**src/rtl/fx_arith_pkg.sv**
```systemverilog
package fx_arith_pkg;
  typedef enum logic [1:0] {
    MODE_ADDSUB = 2'b00,
    MODE_MUL    = 2'b01,
    MODE_DIV    = 2'b10,
    MODE_RSVD   = 2'b11
  } mode_e;
endpackage

```
**src/rtl/fx_cla_adder.sv**
```systemverilog
module fx_cla_adder #(
  parameter int WIDTH = 32,
  parameter int GRP   = 4
) (
  input  logic [WIDTH-1:0] a_i,
  input  logic [WIDTH-1:0] b_i,
  input  logic             cin_i,
  output logic [WIDTH-1:0] sum_o
);
  localparam int NGRP = WIDTH / GRP;

  logic [NGRP:0] c_grp;
  assign c_grp[0] = cin_i;

  for (genvar gi = 0; gi < NGRP; gi++) begin : g_grp
    logic [GRP-1:0] g, p, cb;
    logic           grp_g;
    assign g = a_i[gi*GRP +: GRP] & b_i[gi*GRP +: GRP];
    assign p = a_i[gi*GRP +: GRP] ^ b_i[gi*GRP +: GRP];

    // carry into each bit as a flat sum of products
    always_comb begin
      for (int b = 0; b < GRP; b++) begin
        logic prod;
        logic acc;
        prod = 1'b1;
        acc  = 1'b0;
        for (int j = GRP - 1; j >= 0; j--) begin
          if (j < b) begin
            acc  = acc | (g[j] & prod);
            prod = prod & p[j];
          end
        end
        cb[b] = acc | (prod & c_grp[gi]);
      end
    end

    always_comb begin
      logic prod;
      grp_g = 1'b0;
      prod  = 1'b1;
      for (int j = GRP - 1; j >= 0; j--) begin
        grp_g = grp_g | (g[j] & prod);
        prod  = prod & p[j];
      end
    end

    assign c_grp[gi+1]         = grp_g | ((&p) & c_grp[gi]);
    assign sum_o[gi*GRP +: GRP] = p ^ cb;
  end


  always_comb begin
    sum_ref_chk: assert (sum_o == WIDTH'(a_i + b_i + WIDTH'(cin_i)));
  end
endmodule

```
**src/rtl/fx_mul.sv**
```systemverilog
module fx_mul #(
  parameter int WIDTH = 32
) (
  input  logic [WIDTH-1:0]   a_i,
  input  logic [WIDTH-1:0]   b_i,
  output logic [2*WIDTH-1:0] prod_o
);
  logic signed [2*WIDTH-1:0] ax, bx;
  assign ax     = {{WIDTH{a_i[WIDTH-1]}}, a_i};
  assign bx     = {{WIDTH{b_i[WIDTH-1]}}, b_i};
  assign prod_o = ax * bx;
endmodule

```
**src/rtl/fx_seq_div.sv**
```systemverilog
module fx_seq_div #(
  parameter int WIDTH = 32
) (
  input  logic             clk_i,
  input  logic             rst_ni,
  input  logic             start_i,
  input  logic [WIDTH-1:0] dividend_i,
  input  logic [WIDTH-1:0] divisor_i,
  output logic             busy_o,
  output logic             done_o,
  output logic [WIDTH-1:0] quo_o,
  output logic [WIDTH-1:0] rem_o,
  output logic             dz_o
);
  localparam int CW = $clog2(WIDTH) + 1;

  logic [WIDTH-1:0] rem_q, quo_q, den_q, raw_q;
  logic [CW-1:0]    cnt_q;
  logic             busy_q, done_q, qneg_q, rneg_q, dz_q;
  logic [WIDTH:0]   shifted, diff;
  logic [WIDTH-1:0] rem_nxt, quo_nxt;

  function automatic logic [WIDTH-1:0] mag(input logic [WIDTH-1:0] x);
    return x[WIDTH-1] ? -x : x;
  endfunction

  assign shifted = {rem_q, quo_q[WIDTH-1]};
  assign diff    = shifted - {1'b0, den_q};
  assign rem_nxt = diff[WIDTH] ? shifted[WIDTH-1:0] : diff[WIDTH-1:0];
  assign quo_nxt = {quo_q[WIDTH-2:0], ~diff[WIDTH]};

  always_ff @(posedge clk_i or negedge rst_ni) begin
    if (!rst_ni) begin
      rem_q  <= '0;
      quo_q  <= '0;
      den_q  <= '0;
      raw_q  <= '0;
      cnt_q  <= '0;
      busy_q <= 1'b0;
      done_q <= 1'b0;
      qneg_q <= 1'b0;
      rneg_q <= 1'b0;
      dz_q   <= 1'b0;
    end else begin
      done_q <= 1'b0;
      if (start_i) begin
        busy_q <= 1'b1;
        cnt_q  <= '0;
        rem_q  <= '0;
        quo_q  <= mag(dividend_i);
        den_q  <= mag(divisor_i);
        raw_q  <= dividend_i;
        qneg_q <= dividend_i[WIDTH-1] ^ divisor_i[WIDTH-1];
        rneg_q <= dividend_i[WIDTH-1];
        dz_q   <= (divisor_i == '0);
      end else if (busy_q) begin
        rem_q <= rem_nxt;
        quo_q <= quo_nxt;
        if (cnt_q == CW'(WIDTH - 1)) begin
          busy_q <= 1'b0;
          done_q <= 1'b1;
        end else begin
          cnt_q <= cnt_q + 1'b1;
        end
      end
    end
  end

  assign busy_o = busy_q;
  assign done_o = done_q;
  assign dz_o   = dz_q;
  assign quo_o  = dz_q ? '1    : (qneg_q ? -quo_q : quo_q);
  assign rem_o  = dz_q ? raw_q : (rneg_q ? -rem_q : rem_q);


  cnt_range_chk: assert property (@(posedge clk_i) disable iff (!rst_ni)
    busy_q |-> cnt_q < CW'(WIDTH));
endmodule

```
**src/rtl/fx_arith_unit.sv**
```systemverilog
module fx_arith_unit
  import fx_arith_pkg::*;
#(
  parameter int INT_W  = 24,
  parameter int FRAC_W = 8
) (
  input  logic                      clk_i,
  input  logic                      rst_ni,
  input  logic                      in_valid_i,
  input  logic [1:0]                mode_i,
  input  logic                      sub_i,
  input  logic [INT_W-1:0]          a_int_i,
  input  logic [FRAC_W-1:0]         a_frac_i,
  input  logic [INT_W-1:0]          b_int_i,
  input  logic [FRAC_W-1:0]         b_frac_i,
  output logic                      in_ready_o,
  output logic                      out_valid_o,
  output logic [INT_W+FRAC_W-1:0]   res_lo_o,
  output logic [INT_W+FRAC_W-1:0]   res_hi_o,
  output logic                      err_mode_o,
  output logic                      div_zero_o
);
  localparam int W = INT_W + FRAC_W;

  logic         s1_valid, s1_sub;
  mode_e        s1_mode;
  logic [W-1:0] s1_a, s1_b;
  logic         accept, div_start;

  logic [W-1:0]   add_b, add_sum;
  logic [2*W-1:0] prod;
  logic           div_busy, div_done, div_dz;
  logic [W-1:0]   div_quo, div_rem;

  logic         ov_q, err_q, dz_q;
  logic [W-1:0] lo_q, hi_q;

  assign div_start  = s1_valid && (s1_mode == MODE_DIV);
  assign in_ready_o = !div_start && !div_busy && !div_done;
  assign accept     = in_valid_i && in_ready_o;

  always_ff @(posedge clk_i or negedge rst_ni) begin
    if (!rst_ni) begin
      s1_valid <= 1'b0;
      s1_mode  <= MODE_ADDSUB;
      s1_sub   <= 1'b0;
      s1_a     <= '0;
      s1_b     <= '0;
    end else begin
      s1_valid <= accept;
      if (accept) begin
        s1_mode <= mode_e'(mode_i);
        s1_sub  <= sub_i;
        s1_a    <= {a_int_i, a_frac_i};
        s1_b    <= {b_int_i, b_frac_i};
      end
    end
  end

  assign add_b = s1_sub ? ~s1_b : s1_b;

  fx_cla_adder #(.WIDTH(W), .GRP(4)) u_add (
    .a_i   (s1_a),
    .b_i   (add_b),
    .cin_i (s1_sub),
    .sum_o (add_sum)
  );

  fx_mul #(.WIDTH(W)) u_mul (
    .a_i    (s1_a),
    .b_i    (s1_b),
    .prod_o (prod)
  );

  fx_seq_div #(.WIDTH(W)) u_div (
    .clk_i      (clk_i),
    .rst_ni     (rst_ni),
    .start_i    (div_start),
    .dividend_i (s1_a),
    .divisor_i  (s1_b),
    .busy_o     (div_busy),
    .done_o     (div_done),
    .quo_o      (div_quo),
    .rem_o      (div_rem),
    .dz_o       (div_dz)
  );

  always_ff @(posedge clk_i or negedge rst_ni) begin
    if (!rst_ni) begin
      ov_q  <= 1'b0;
      err_q <= 1'b0;
      dz_q  <= 1'b0;
      lo_q  <= '0;
      hi_q  <= '0;
    end else if (s1_valid && s1_mode != MODE_DIV) begin
      ov_q <= 1'b1;
      dz_q <= 1'b0;
      unique case (s1_mode)
        MODE_ADDSUB: begin lo_q <= add_sum;     hi_q <= '0;          err_q <= 1'b0; end
        MODE_MUL:    begin lo_q <= prod[W-1:0]; hi_q <= prod[2*W-1:W]; err_q <= 1'b0; end
        default:     begin lo_q <= '0;          hi_q <= '0;          err_q <= 1'b1; end
      endcase
    end else if (div_done) begin
      ov_q  <= 1'b1;
      lo_q  <= div_quo;
      hi_q  <= div_rem;
      err_q <= 1'b0;
      dz_q  <= div_dz;
    end else begin
      ov_q <= 1'b0;
    end
  end

  assign out_valid_o = ov_q;
  assign res_lo_o    = lo_q;
  assign res_hi_o    = hi_q;
  assign err_mode_o  = err_q;
  assign div_zero_o  = dz_q;


  rsvd_zero_chk: assert property (@(posedge clk_i) disable iff (!rst_ni)
    (out_valid_o && err_mode_o) |-> (res_lo_o == '0 && res_hi_o == '0));


  dz_result_chk: assert property (@(posedge clk_i) disable iff (!rst_ni)
    (out_valid_o && div_zero_o) |-> (res_lo_o == '1));


  flag_excl_chk: assert property (@(posedge clk_i) disable iff (!rst_ni)
    out_valid_o |-> !(err_mode_o && div_zero_o));


  fixed_lat_chk: assert property (@(posedge clk_i) disable iff (!rst_ni)
    (accept && mode_i != 2'(MODE_DIV)) |=> ##1 out_valid_o);
endmodule

```
**config.mk**
```make
export PLATFORM = sky130hd
export DESIGN_NAME = fx_arith_unit
export DESIGN_NICKNAME = d
export VERILOG_FILES = /design/src/rtl/fx_arith_pkg.sv /design/src/rtl/fx_cla_adder.sv /design/src/rtl/fx_mul.sv /design/src/rtl/fx_seq_div.sv /design/src/rtl/fx_arith_unit.sv
export SDC_FILE = /design/constraint.sdc
export NUM_CORES = 2
export LEC_CHECK = 0
export ABC_AREA = 0
export CAP_MARGIN = 20
export CORE_MARGIN = 3
export CORE_UTILIZATION = 65
export CTS_CLUSTER_SIZE = 16
export DETAILED_ROUTE_END_ITERATION = 16
export DONT_BUFFER_PORTS = 1
export PLACE_DENSITY_LB_ADDON = 0.05
export RECOVER_POWER = 50
export SLEW_MARGIN = 20
export SYNTH_ARGS = -nofsm -noshare
export SYNTH_HDL_FRONTEND = slang
export SYNTH_SLANG_ARGS = --single-unit
```
**constraint.sdc**
```tcl
create_clock -name clk_i -period 10.6 [get_ports clk_i]
set_clock_uncertainty 0.1 [all_clocks]
set_input_delay 1.59 -clock clk_i [delete_from_list [all_inputs] [get_ports clk_i]]
set_output_delay 1.59 -clock clk_i [all_outputs]
set_load 0.005 [all_outputs]
```
==> results.json <==
{
  "crit_required_ns": 10.90,
  "r2r_cells": 23,
  "path_cells": "buf_4 -> nand2_1 -> fa_1 -> fa_1 -> fa_1 -> fa_1 -> inv_1 -> fa_1 -> fa_1 -> fa_1 -> fa_1 -> ha_1 -> o21a_1 -> nor2_1 -> nor4_1 -> o211ai_1 -> a211oi_1 -> o2111ai_1 -> a2111oi_0 -> o221ai_1 -> o21ai_0 -> xnor2_1 -> o21ai_0",
  "netlist_area_mm2": 0.0536,
  "clock-sinks": 273,
  "maxSlewHeadroom_pct": -70.8,
  "syn2layout_area_growth_pct": 3.93,
  "rsz0062_at_grt": "false",
  "hpwl_um": 131000,
  "die-area_mm2": 0.0860,
  "hold_class": "register to register",
  "violations": "capacitance limit, slew limit",
  "status": "complete, but fails checks",
  "grt_pass1_wl_um": 258000,
  "syn_inst": 5844,
  "antenna_found_initial": 24,
  "grt_overflow": 0,
  "synthTopCellsByArea": "fa_1 41%, dfrtp_1 13%, inv_1 7.2%, ha_1 5.9%, and2_1 5.9%",
  "io_buffers": 0,
  "synth.distinct_cells": 66,
  "yosys.area.top_type_share_pct": 40.7,
  "max_cap_violations": 3,
  "dpl_cell_area_mm2": 0.0545,
  "synth_seq_cells": 273,
  "worst_setup_path_start_kind": "register",
  "rows": 104,
  "nNetsFinal": 7049,
  "fmax_ghz": 0.107,
  "drive_gt1_share_pct": 4.91,
  "r2r_setup_slack_ns": 1.25,
  "cts_inserted_buffers": 34,
  "yosys_warnings": 0,
  "ant_nets": 0,
  "tightest_slew_ns": 2.56,
  "syn-num-nets": 7258,
  "slowest_delay_ns": 1.05,
  "start_util_pct": 66.2,
  "post_cts_resized": 0,
  "crit_start": "s1_b[4]",
  "vias_per_cell": 6.08,
  "async_flop_share_pct": 100,
  "io_pins": 138,
  "setup_violations": 0,
  "end_kind": "register",
  "grt.total_usage_pct": 39.8,
  "r2r-start": "s1_b[4]",
  "yosysMostFrequentCell": "fa_1",
  "firstDrtPassIters": 6,
  "finalCriticalPeriod_ns": 9.35,
  "post_drt_wl_per_cell_um": 24.6,
  "dieHeight_um": 293,
  "post-route-period-util_pct": 88.2,
  "drc_errors": 0,
  "grt_max_degree": 274,
  "syn-mean-instance-area_um2": 9.18,
  "dr.first_iter.drc_count": 3892,
  "synth_edf_count": 0,
  "synthFlopType": "dfrtp_1",
  "cts_root_buf": "clkbuf_16",
  "cp_top_family": "adder cells",
  "cts-htree-levels": 2,
  "cts_tree": "done",
  "critical_path.slowest_cell": "dfrtp_1",
  "tns_ns": 0,
  "met3WireLength_um": 15000,
  "cp.arrival_ns": 9.65,
  "coreArea_mm2": 0.0811,
  "postCtsHoldBufs": 0,
  "cp_max_fo": 25,
  "dr_wl_met2_um": 78100,
  "path_depth": 23,
  "hold_depth": 2,
  "netlist_top_cells_count": "1,090 x fa_1, 1,035 x inv_1, 777 x nand2_1, 504 x and2_1, 310 x clkbuf_1",
  "drv_slew": 130,
  "grt_pass1_vias": 43040,
  "worst-path-buf-inv": 2,
  "routed_wl_um": 166000,
  "hold_path.startpoint": "u_div.raw_q[30]",
  "path_clk_slew_ns": 0.06,
  "post-cts-setup-buffers": 0,
  "finalInstanceArea_mm2": 0.0557,
  "top_layer": "met5",
  "gp_congestion": 1.02,
  "yosysTopAreaCell": "fa_1",
  "die_w_um": 293,
  "ys_seq_area_share_pct": 12.7,
  "hold_violations": 0,
  "clock_latency_ns": 0.57,
  "worstSetupPathType": "register to register",
  "cts_buffer_depth": 3,
  "wl_met1_um": 61700,
  "crit_path_frequent_cell": "fa_1",
  "fillers": 6602,
  "via_count": 41019
}
[flip-flops by register name, indices dropped and copies added (netlist names), 2 cells and up]
| register | count |
|---|---|
| u_div.rem_q | 32 |
| s1_a | 32 |
| res_hi_o | 32 |
| res_lo_o | 32 |
| u_div.raw_q | 31 |
| s1_b | 32 |
| u_div.cnt_q | 6 |
| u_div.den_q | 32 |
| u_div.quo_q | 32 |
| s1_mode | 2 |
[cell families (layout without fill, tap and decap cells)]
| family | after synthesis | after routing | synth area share, % |
|---|---|---|---|
| compound gates | 770 | 770 | 8.94 |
| other cells | 0 | 22 | 0 |
| buf+inv | 1409 | 1226 | 9.88 |
| simple gates | 1644 | 1644 | 14.8 |
| flops | 273 | 273 | 12.7 |
| fa+ha+maj | 1344 | 1344 | 46.6 |
| xor+xnor | 270 | 270 | 4.41 |
| mux | 134 | 134 | 2.65 |
[cell usage in the layout (no fill, tap or decap), types with 141 or more instances in the layout]
cell type / count
ha_1: 254
a21oi_1: 193
xnor2_1: 141
fa_1: 1090
inv_1: 1035
o21ai_0: 239
nand2_1: 777
nor2_1: 175
dfrtp_1: 263
and2_1: 502
[metal layers]
| layer | global-route usage, % | vias to the layer above |
|---|---|---|
| met5 | 0 | - |
| met4 | 22.8 | 4 |
| met3 | 7.65 | 527 |
| met2 | 63.7 | 2006 |
| met1 | 51.3 | 20984 |
| li1 | - | 17498 |
[area by class of cell]
cell class	count	area [um2]	area share (%)
Clock inverter	14	149	0.267
Inverter	1037	3890	6.98
Tap cell	1060	1330	2.38
Multi-Input combinational cell	4162	41500	74.5
Antenna cell	22	55.1	0.0988
Timing Repair Buffer	127	953	1.71
Clock buffer	48	1000	1.80
Sequential cell	273	6850	12.3
[stage by stage]
stage | worst slack [ns] | hold WS (ns) | util [%] | instances
2_1_floorplan | 2.37 | 0.346 | - | 5844
3_3_place_gp | 1.45 | 0.359 | 67.3 | 6658
3_5_place_dp | 1.17 | 0.364 | 67.3 | 6658
4_1_cts | 1.15 | 0.378 | 68.7 | 6720
5_1_grt | 1.03 | 0.400 | 68.7 | 6738
6_report | 1.25 | 0.379 | 68.8 | 6743
[path summary, 6_finish.rpt]
check,to
worst max-delay path,res_hi_o[31]
worst min-delay path,u_div.raw_q[30]
worst max register to register,res_hi_o[31]
worst min register to register,u_div.raw_q[30]
max in group asynchronous,s1_a[15]
min in group asynchronous,u_div.cnt_q[5]
[tightest hold or removal path, delay by kind of cell (launching register included)]
family | cells | cell delay, ns
flops | 1 | 0.34
simple gates | 2 | 0.11
Power is left out: the tool's default activity adds up to more than one toggle a clock period on the data nets, which glitch-free logic cannot reach.
